<file path="config.mk">
export PLATFORM = sky130hd
export DESIGN_NAME = win_bar64_top
export DESIGN_NICKNAME = d
export VERILOG_FILES = /design/src/rtl/win_bar_pkg.sv /design/src/rtl/win_bar_regs.sv /design/src/rtl/win_bar_rdmux.sv /design/src/rtl/win_bar_side_dec.sv /design/src/rtl/win_bar64_top.sv
export SDC_FILE = /design/constraint.sdc
export NUM_CORES = 1
export LEC_CHECK = 0
export BUFFER_PORTS_ARGS = -buffer_cell sky130_fd_sc_hd__buf_2
export CAP_MARGIN = 20
export CORE_ASPECT_RATIO = 0.8
export CORE_MARGIN = 2
export CORE_UTILIZATION = 46
export CTS_CLUSTER_SIZE = 16
export DETAILED_ROUTE_END_ITERATION = 10
export PLACE_DENSITY_LB_ADDON = 0.12
export SLEW_MARGIN = 40
export SYNTH_ARGS = -nofsm -noshare
export SYNTH_HDL_FRONTEND = slang
export SYNTH_SLANG_ARGS = --single-unit
</file>
<file path="constraint.sdc">
create_clock -name clk -period 3.1 [get_ports clk]
set_input_delay 0.155 -clock clk [delete_from_list [all_inputs] [get_ports clk]]
set_output_delay 0.155 -clock clk [all_outputs]
set_load 0.02 [all_outputs]
</file>
<file path="src/rtl/win_bar_pkg.sv">
package win_bar_pkg;

    localparam int DWORD_W   = 32;
    localparam int ADDR_W    = 64;
    localparam int WIN_LOG2  = 20;
    localparam int LANES     = DWORD_W / 8;
    localparam int BASE_W    = ADDR_W - WIN_LOG2;
    localparam int BASE_LO_W = DWORD_W - WIN_LOG2;

    // writable field of the lower dword
    localparam logic [DWORD_W-1:0] LO_WMASK =
        ~((DWORD_W'(1) << WIN_LOG2) - DWORD_W'(1));

    // fixed type tag: prefetchable, 64-bit decoder, memory space
    localparam logic [DWORD_W-1:0] LO_TAG = DWORD_W'(32'h0000_000C);

    typedef struct packed {
        logic [DWORD_W-1:0] lo;
        logic [DWORD_W-1:0] hi;
    } bar_regs_t;

    typedef struct packed {
        logic hit;
    } dec_state_t;

endpackage

</file>
<file path="src/rtl/win_bar_regs.sv">
module win_bar_regs
    import win_bar_pkg::*;
#(
    parameter int CFG_AW = 6,
    parameter int LO_DW  = 4
) (
    input  logic                 clk,
    input  logic                 rst_n,
    input  logic                 strap_en_i,
    input  logic                 cfg_wr_i,
    input  logic [CFG_AW-1:0]    cfg_addr_i,
    input  logic [LANES-1:0]     cfg_be_i,
    input  logic [DWORD_W-1:0]   cfg_wdata_i,
    output logic [DWORD_W-1:0]   lo_q_o,
    output logic [DWORD_W-1:0]   hi_q_o,
    output logic [BASE_W-1:0]    base_o
);

    localparam logic [CFG_AW-1:0] LO_IDX = CFG_AW'(LO_DW);
    localparam logic [CFG_AW-1:0] HI_IDX = CFG_AW'(LO_DW + 1);

    bar_regs_t          regs_d, regs_q;
    logic [DWORD_W-1:0] lane_mask;

    for (genvar b = 0; b < LANES; b++) begin : g_lane
        assign lane_mask[b*8 +: 8] = {8{cfg_be_i[b]}};
    end

    always_comb begin
        logic [DWORD_W-1:0] lo_m;
        regs_d = regs_q;
        lo_m   = lane_mask & LO_WMASK;
        if (cfg_wr_i && strap_en_i) begin
            if (cfg_addr_i == LO_IDX) begin
                regs_d.lo = (regs_q.lo & ~lo_m) | (cfg_wdata_i & lo_m);
            end
            if (cfg_addr_i == HI_IDX) begin
                regs_d.hi = (regs_q.hi & ~lane_mask) | (cfg_wdata_i & lane_mask);
            end
        end
    end

    always_ff @(posedge clk or negedge rst_n) begin
        if (!rst_n) begin
            regs_q <= '0;
        end else begin
            regs_q <= regs_d;
        end
    end

    assign lo_q_o = regs_q.lo;
    assign hi_q_o = regs_q.hi;
    assign base_o = {regs_q.hi, regs_q.lo[DWORD_W-1:WIN_LOG2]};

endmodule

</file>
<file path="src/rtl/win_bar_rdmux.sv">
module win_bar_rdmux
    import win_bar_pkg::*;
#(
    parameter int CFG_AW = 6,
    parameter int LO_DW  = 4
) (
    input  logic                 strap_en_i,
    input  logic [CFG_AW-1:0]    cfg_addr_i,
    input  logic [DWORD_W-1:0]   lo_q_i,
    input  logic [DWORD_W-1:0]   hi_q_i,
    output logic [DWORD_W-1:0]   rdata_o
);

    localparam logic [CFG_AW-1:0] LO_IDX = CFG_AW'(LO_DW);
    localparam logic [CFG_AW-1:0] HI_IDX = CFG_AW'(LO_DW + 1);

    always_comb begin
        rdata_o = '0;
        if (strap_en_i) begin
            if (cfg_addr_i == LO_IDX) begin
                rdata_o = (lo_q_i & LO_WMASK) | LO_TAG;
            end else if (cfg_addr_i == HI_IDX) begin
                rdata_o = hi_q_i;
            end
        end
    end

endmodule

</file>
<file path="src/rtl/win_bar_side_dec.sv">
module win_bar_side_dec
    import win_bar_pkg::*;
(
    input  logic               clk,
    input  logic               rst_n,
    input  logic               enable_i,
    input  logic               valid_i,
    input  logic [ADDR_W-1:0]  addr_i,
    input  logic [BASE_W-1:0]  base_i,
    output logic               hit_o
);

    dec_state_t dec_d, dec_q;
    logic       unused_low_bits;

    // offset bits inside the window play no part in the decision
    assign unused_low_bits = ^addr_i[WIN_LOG2-1:0];

    always_comb begin
        dec_d     = dec_q;
        dec_d.hit = enable_i && valid_i && (addr_i[ADDR_W-1:WIN_LOG2] == base_i);
    end

    always_ff @(posedge clk or negedge rst_n) begin
        if (!rst_n) begin
            dec_q <= '0;
        end else begin
            dec_q <= dec_d;
        end
    end

    assign hit_o = dec_q.hit;

endmodule

</file>
<file path="src/rtl/win_bar64_top.sv">
module win_bar64_top
    import win_bar_pkg::*;
#(
    parameter int CFG_AW = 6,
    parameter int LO_DW  = 4
) (
    input  logic                clk,
    input  logic                rst_n,
    input  logic                strap_en_i,
    input  logic                cfg_wr_i,
    input  logic [5:0]          cfg_addr_i,
    input  logic [3:0]          cfg_be_i,
    input  logic [31:0]         cfg_wdata_i,
    output logic [31:0]         cfg_rdata_o,
    input  logic                pri_valid_i,
    input  logic [63:0]         pri_addr_i,
    input  logic                sec_valid_i,
    input  logic [63:0]         sec_addr_i,
    output logic                pri_claim_o,
    output logic                sec_ignore_o
);

    localparam int SIDES = 2;

    logic [DWORD_W-1:0] lo_q, hi_q;
    logic [BASE_W-1:0]  base;
    logic [SIDES-1:0]   side_valid;
    logic [ADDR_W-1:0]  side_addr [SIDES];
    logic [SIDES-1:0]   side_hit;

    win_bar_regs #(.CFG_AW(CFG_AW), .LO_DW(LO_DW)) u_regs (
        .clk        (clk),
        .rst_n      (rst_n),
        .strap_en_i (strap_en_i),
        .cfg_wr_i   (cfg_wr_i),
        .cfg_addr_i (cfg_addr_i),
        .cfg_be_i   (cfg_be_i),
        .cfg_wdata_i(cfg_wdata_i),
        .lo_q_o     (lo_q),
        .hi_q_o     (hi_q),
        .base_o     (base)
    );

    win_bar_rdmux #(.CFG_AW(CFG_AW), .LO_DW(LO_DW)) u_rdmux (
        .strap_en_i (strap_en_i),
        .cfg_addr_i (cfg_addr_i),
        .lo_q_i     (lo_q),
        .hi_q_i     (hi_q),
        .rdata_o    (cfg_rdata_o)
    );

    // side 0 = primary (claim), side 1 = secondary (ignore)
    assign side_valid   = {sec_valid_i, pri_valid_i};
    assign side_addr[0] = pri_addr_i;
    assign side_addr[1] = sec_addr_i;

    for (genvar s = 0; s < SIDES; s++) begin : g_side
        win_bar_side_dec u_dec (
            .clk      (clk),
            .rst_n    (rst_n),
            .enable_i (strap_en_i),
            .valid_i  (side_valid[s]),
            .addr_i   (side_addr[s]),
            .base_i   (base),
            .hit_o    (side_hit[s])
        );
    end

    assign pri_claim_o  = side_hit[0];
    assign sec_ignore_o = side_hit[1];

endmodule

</file>
# After elaboration in Yosys (flattened, before gate mapping)
# Cells that the tools add are included.
totals:
  input_bits: 176
  register_bits: 66
  word_cells: 26
classes:
  mux: 3
  n_reduce_logical: 7
  bitwise: 8
  n_eq_ne: 4
op_table:
  columns: ["op", "count"]
  rows:
  - ["32-bit AND", 4]
  - ["32-bit 2-to-1 mux", 3]
  - ["44-bit == test", 2]
  - ["32-bit NOT", 2]
  - ["32-bit bitwise OR", 2]
  - ["6-bit by 3-bit == test with 1-bit output (second input constant)", 2]
  - ["1-bit logical AND", 5]
  - ["2-bit AND reduction", 2]

# Depth between registers and ports, before layout
depth:
  depth_word: 4
  depth_mapped: 6

# By module
# From an unflattened synthesis, not the netlist that was laid out.
hier_totals:
  cells_unflattened: 344
  hier_area_um2: 3753.6
by_module_without_submodules:
  columns: ["module", "cells_per_inst", "area_per_inst_um2", "instances"]
  rows:
  - ["win_bar_regs", 163, 2183.3, 1]
  - ["win_bar_side_dec", 61, 513.0, 2]
  - ["win_bar_rdmux", 59, 544.3, 1]

# Worst setup path before layout
# OpenSTA, ideal clock, no wires.
synth_path:
  path_type: "input port to output port"
  start: "input port cfg_addr_i[5]"
  end: "output port cfg_rdata_o[10]"
  path_slack_ps: 1593
  path_buffers: 3
  path_stages: 6
  t_arrival_ps: 1352
  path_cell_list: "nor4b_2 > and3b_1 > buf_6 > buf_6 > clkbuf_1 > and3_1"
synth_via:
  elab_chain_len: 4
synth_rtl:
  columns: ["item", "line", "rtl"]
  rows:
  - ["start: declaration", "win_bar64_top.sv:11", "input logic [5:0] cfg_addr_i,"]
  - ["6-bit by 3-bit == test with 1-bit output", "win_bar_rdmux.sv:22", "end else if (cfg_addr_i == HI_IDX) begin"]
  - ["32-bit 2-to-1 mux", "win_bar_rdmux.sv:22", null]
  - ["32-bit 2-to-1 mux (*)", "win_bar_rdmux.sv:20", "if (cfg_addr_i == LO_IDX) begin"]
  - ["32-bit 2-to-1 mux (*)", "win_bar_rdmux.sv:19", "if (strap_en_i) begin"]
  - ["end: declaration", "win_bar64_top.sv:14", "output logic [31:0] cfg_rdata_o,"]
# Mark *: on every way between the ends. The rest lies on a longest branch, timed or not.

==> results.cfg <==
[grt]
antenna_found_initial = 0
grt_first_pass_wirelength_um = 14200
track_usage = 0.259
grt_overflow = 0
grt_pass1_vias = 2828
grt_max_degree = 39

[floorplanning]
std_cell_rows = 26
die-area_mm2 = 0.00737
die_h_um = 77.2
io_pins = 210
initial_core_util = 0.478
core_area_mm2 = 0.00644
floorplan.die.width_um = 95.5

[timing]
timing.fmax_mhz = 571
worst_pin_slew_ps = 838
finalHoldViolCount = 0
min_period_ps = 1750
fin_skew_ps = 7.57
period_share = 0.565
layout_setup_ws_ps = 1350
setup-violations-final = 0
slew_violations = 0
worst_hold_slack_ps = 77.8
max_slew_margin = 0.441
rsz0062_at_grt = false
fin_tns_setup_ps = 0

[power]
p_switching_w = 0.000366
internal_power_w = 0.00112
ir_drop_mv = 0.240
p_leak_nw = 2.33
sw_frac_of_total = 0.246
p_per_area_mw_per_mm2 = 359
p_clk_frac = 0.369
combPwrFrac = 0.182
seqPwrFrac = 0.449

[min_path]
hp-start = cfg_wdata_i[7]
min_path_type = primary input to register

[logic_synthesis]
synth_compound_area_frac = 0.00771
synth_cell_types = 25
synth_area_leaders = dfrtp_1 37%, mux2_2 16%, xor2_1 13%
syn_area_per_cell_um2 = 11.2
synth_seq_area_share = 0.374
synth_nets = 451
yosysWarnings = 0
yosys.area.top_type_share = 0.374
synthAdderAreaFrac = 0
ys_ff_latch = 46
synth_top_family_by_area = XOR/XNOR gates
yosys.area_share.simple = 0.151
yosys-mux-area-fraction = 0.200
syn_inst = 275
synth_top_cell_by_area = dfrtp_1
syn-cell-area_mm2 = 0.00308
synth_xor_area_frac = 0.247

[routing]
first_iter_violations = 91
drcViolationCount = 0
totalWireLength_um = 9320
viasPerCell = 5.17
wire_per_inst_um = 17.6
ant_nets = 0
num_vias = 2739
drt_first_pass_iters = 4

[status]
status = finished, final reports clean

[final_layout]
area_growth_pct = 34.7
stdcell_area_mm2 = 0.00415
num_antenna_cells = 0
final_common_cell = buf_2
final_core_util = 0.645
layout.nets = 621
drive_gt1_frac = 0.516
fill_cells = 569
final_cell_mix = 168 x buf_2, 46 x dfrtp_1, 44 x xor2_1, 44 x mux2_2, 43 x xnor2_1

[cts]
root_buffer = clkbuf_8
clock_sink_count = 46
insertion_delay_ps = 300
cts_made_buffers = 5
clk_path_buf_depth = 2
cts_resized = 0
clk_pin_slew_ps = 90
cts_tree = done
htree_levels = 2

[critical_path]
critical_path.slowest_cell = nor4_1
crit_type = register to register
end_kind = register
path_cells = xnor2_1, nand4_1, nor4_1, and4_1
cp_top_family = simple AND/OR/NAND/NOR gates
critPathRequiredTime_ps = 3340
startpoint_type = register
critPathMaxFanout = 4
arrival_ps = 1990
max_stage_delay_ps = 570
crit_buf_inv = 0

[job]
cap_violations = 0

[placement]
hpwlAfterDp_um = 7640
post_dp_cell_area_mm2 = 0.00400
portBuffers = 169
pre_cts_slack_ps = 1190
place_congestion = 0.835
## synth_stat cells
master     instances
a21oi_1            3
and3_1            18
and3b_1            1
and4_1             1
buf_2              2
buf_6              2
clkbuf_1           5
dfrtp_1           46
inv_1              3
mux2_2            44
mux2i_1           12
nand2_1            2
nand3_1            1
nand3b_1           1
nand4_1           12
nand4_2            4
nand4b_2           1
nand4b_4           1
nor2_1            12
nor3_1             1
nor4_1            14
nor4b_2            1
o2111ai_1          1
xnor2_1           43
xor2_1            44
## per-stage QoR
| step | std cells | total power (W) |
|---|---|---|
| 2_1_floorplan | 275 | 0.000803 |
| 3_3_place_gp | 521 | 0.000947 |
| 3_5_place_dp | 521 | 0.000953 |
| 4_1_cts | 530 | 0.00150 |
| 5_1_grt | 530 | 0.00156 |
| 6_report | 530 | 0.00149 |
## path summary, 6_finish.rpt
kind                                                    to  slack, ps  cells past startpoint
min in group asynchronous       asynchronous set/reset pin        360                      2
hold / removal                                    register         80                      2
max in group asynchronous       asynchronous set/reset pin       2210                      3
hold reg to reg                                   register        610                      1
setup / recovery           g_side[1].u_dec.hit_o$_DFF_PN0_       1350                      4
setup reg to reg           g_side[1].u_dec.hit_o$_DFF_PN0_       1350                      4
## area by class of cell
type                            instances  area, µm²  share of cell area
Multi-Input combinational cell        217       1870               0.450
Sequential cell                        46       1150               0.277
Timing Repair Buffer                  172        873               0.210
Tap cell                               84        105              0.0253
Clock buffer                            6       82.6              0.0199
Clock inverter                          2       60.1              0.0145
Inverter                                3       11.3             0.00271
## power by group through the flow
| stage | Combinational, W | Sequential (W) | Clock, W |
|---|---|---|---|
| floorplan | 0.000136 | 0.000667 | 0 |
| global placement | 0.000267 | 0.000680 | 0 |
| detailed placement | 0.000272 | 0.000681 | 0 |
| CTS | 0.000275 | 0.000669 | 0.000559 |
| global route | 0.000299 | 0.000674 | 0.000584 |
| finish | 0.000271 | 0.000669 | 0.000550 |
## layer usage
metal  global-route usage  routed length, µm  vias up
li1                     -                  -     1316
met1                0.358               4140     1312
met2                0.425               4390      105
met3               0.0472                715        6
met4               0.0557                 73        0
met5                    0                  0        -
## timing repair
item                      4_1_cts  5_1_grt
setup buffers                   0        0
hold buffers                    1        0
hold endpoints to repair       37        0
## kinds of logic (layout without fill, tap and decap cells)
kind of cell | after synthesis | count (layout)
DFF | 46 | 46
AOI/OAI and AO/OA | 4 | 4
muxes | 56 | 56
buffers and inverters | 12 | 183
and+or+nand+nor | 70 | 70
xor gates and xnor gates | 87 | 87
(Power assumes the default switching activity.)
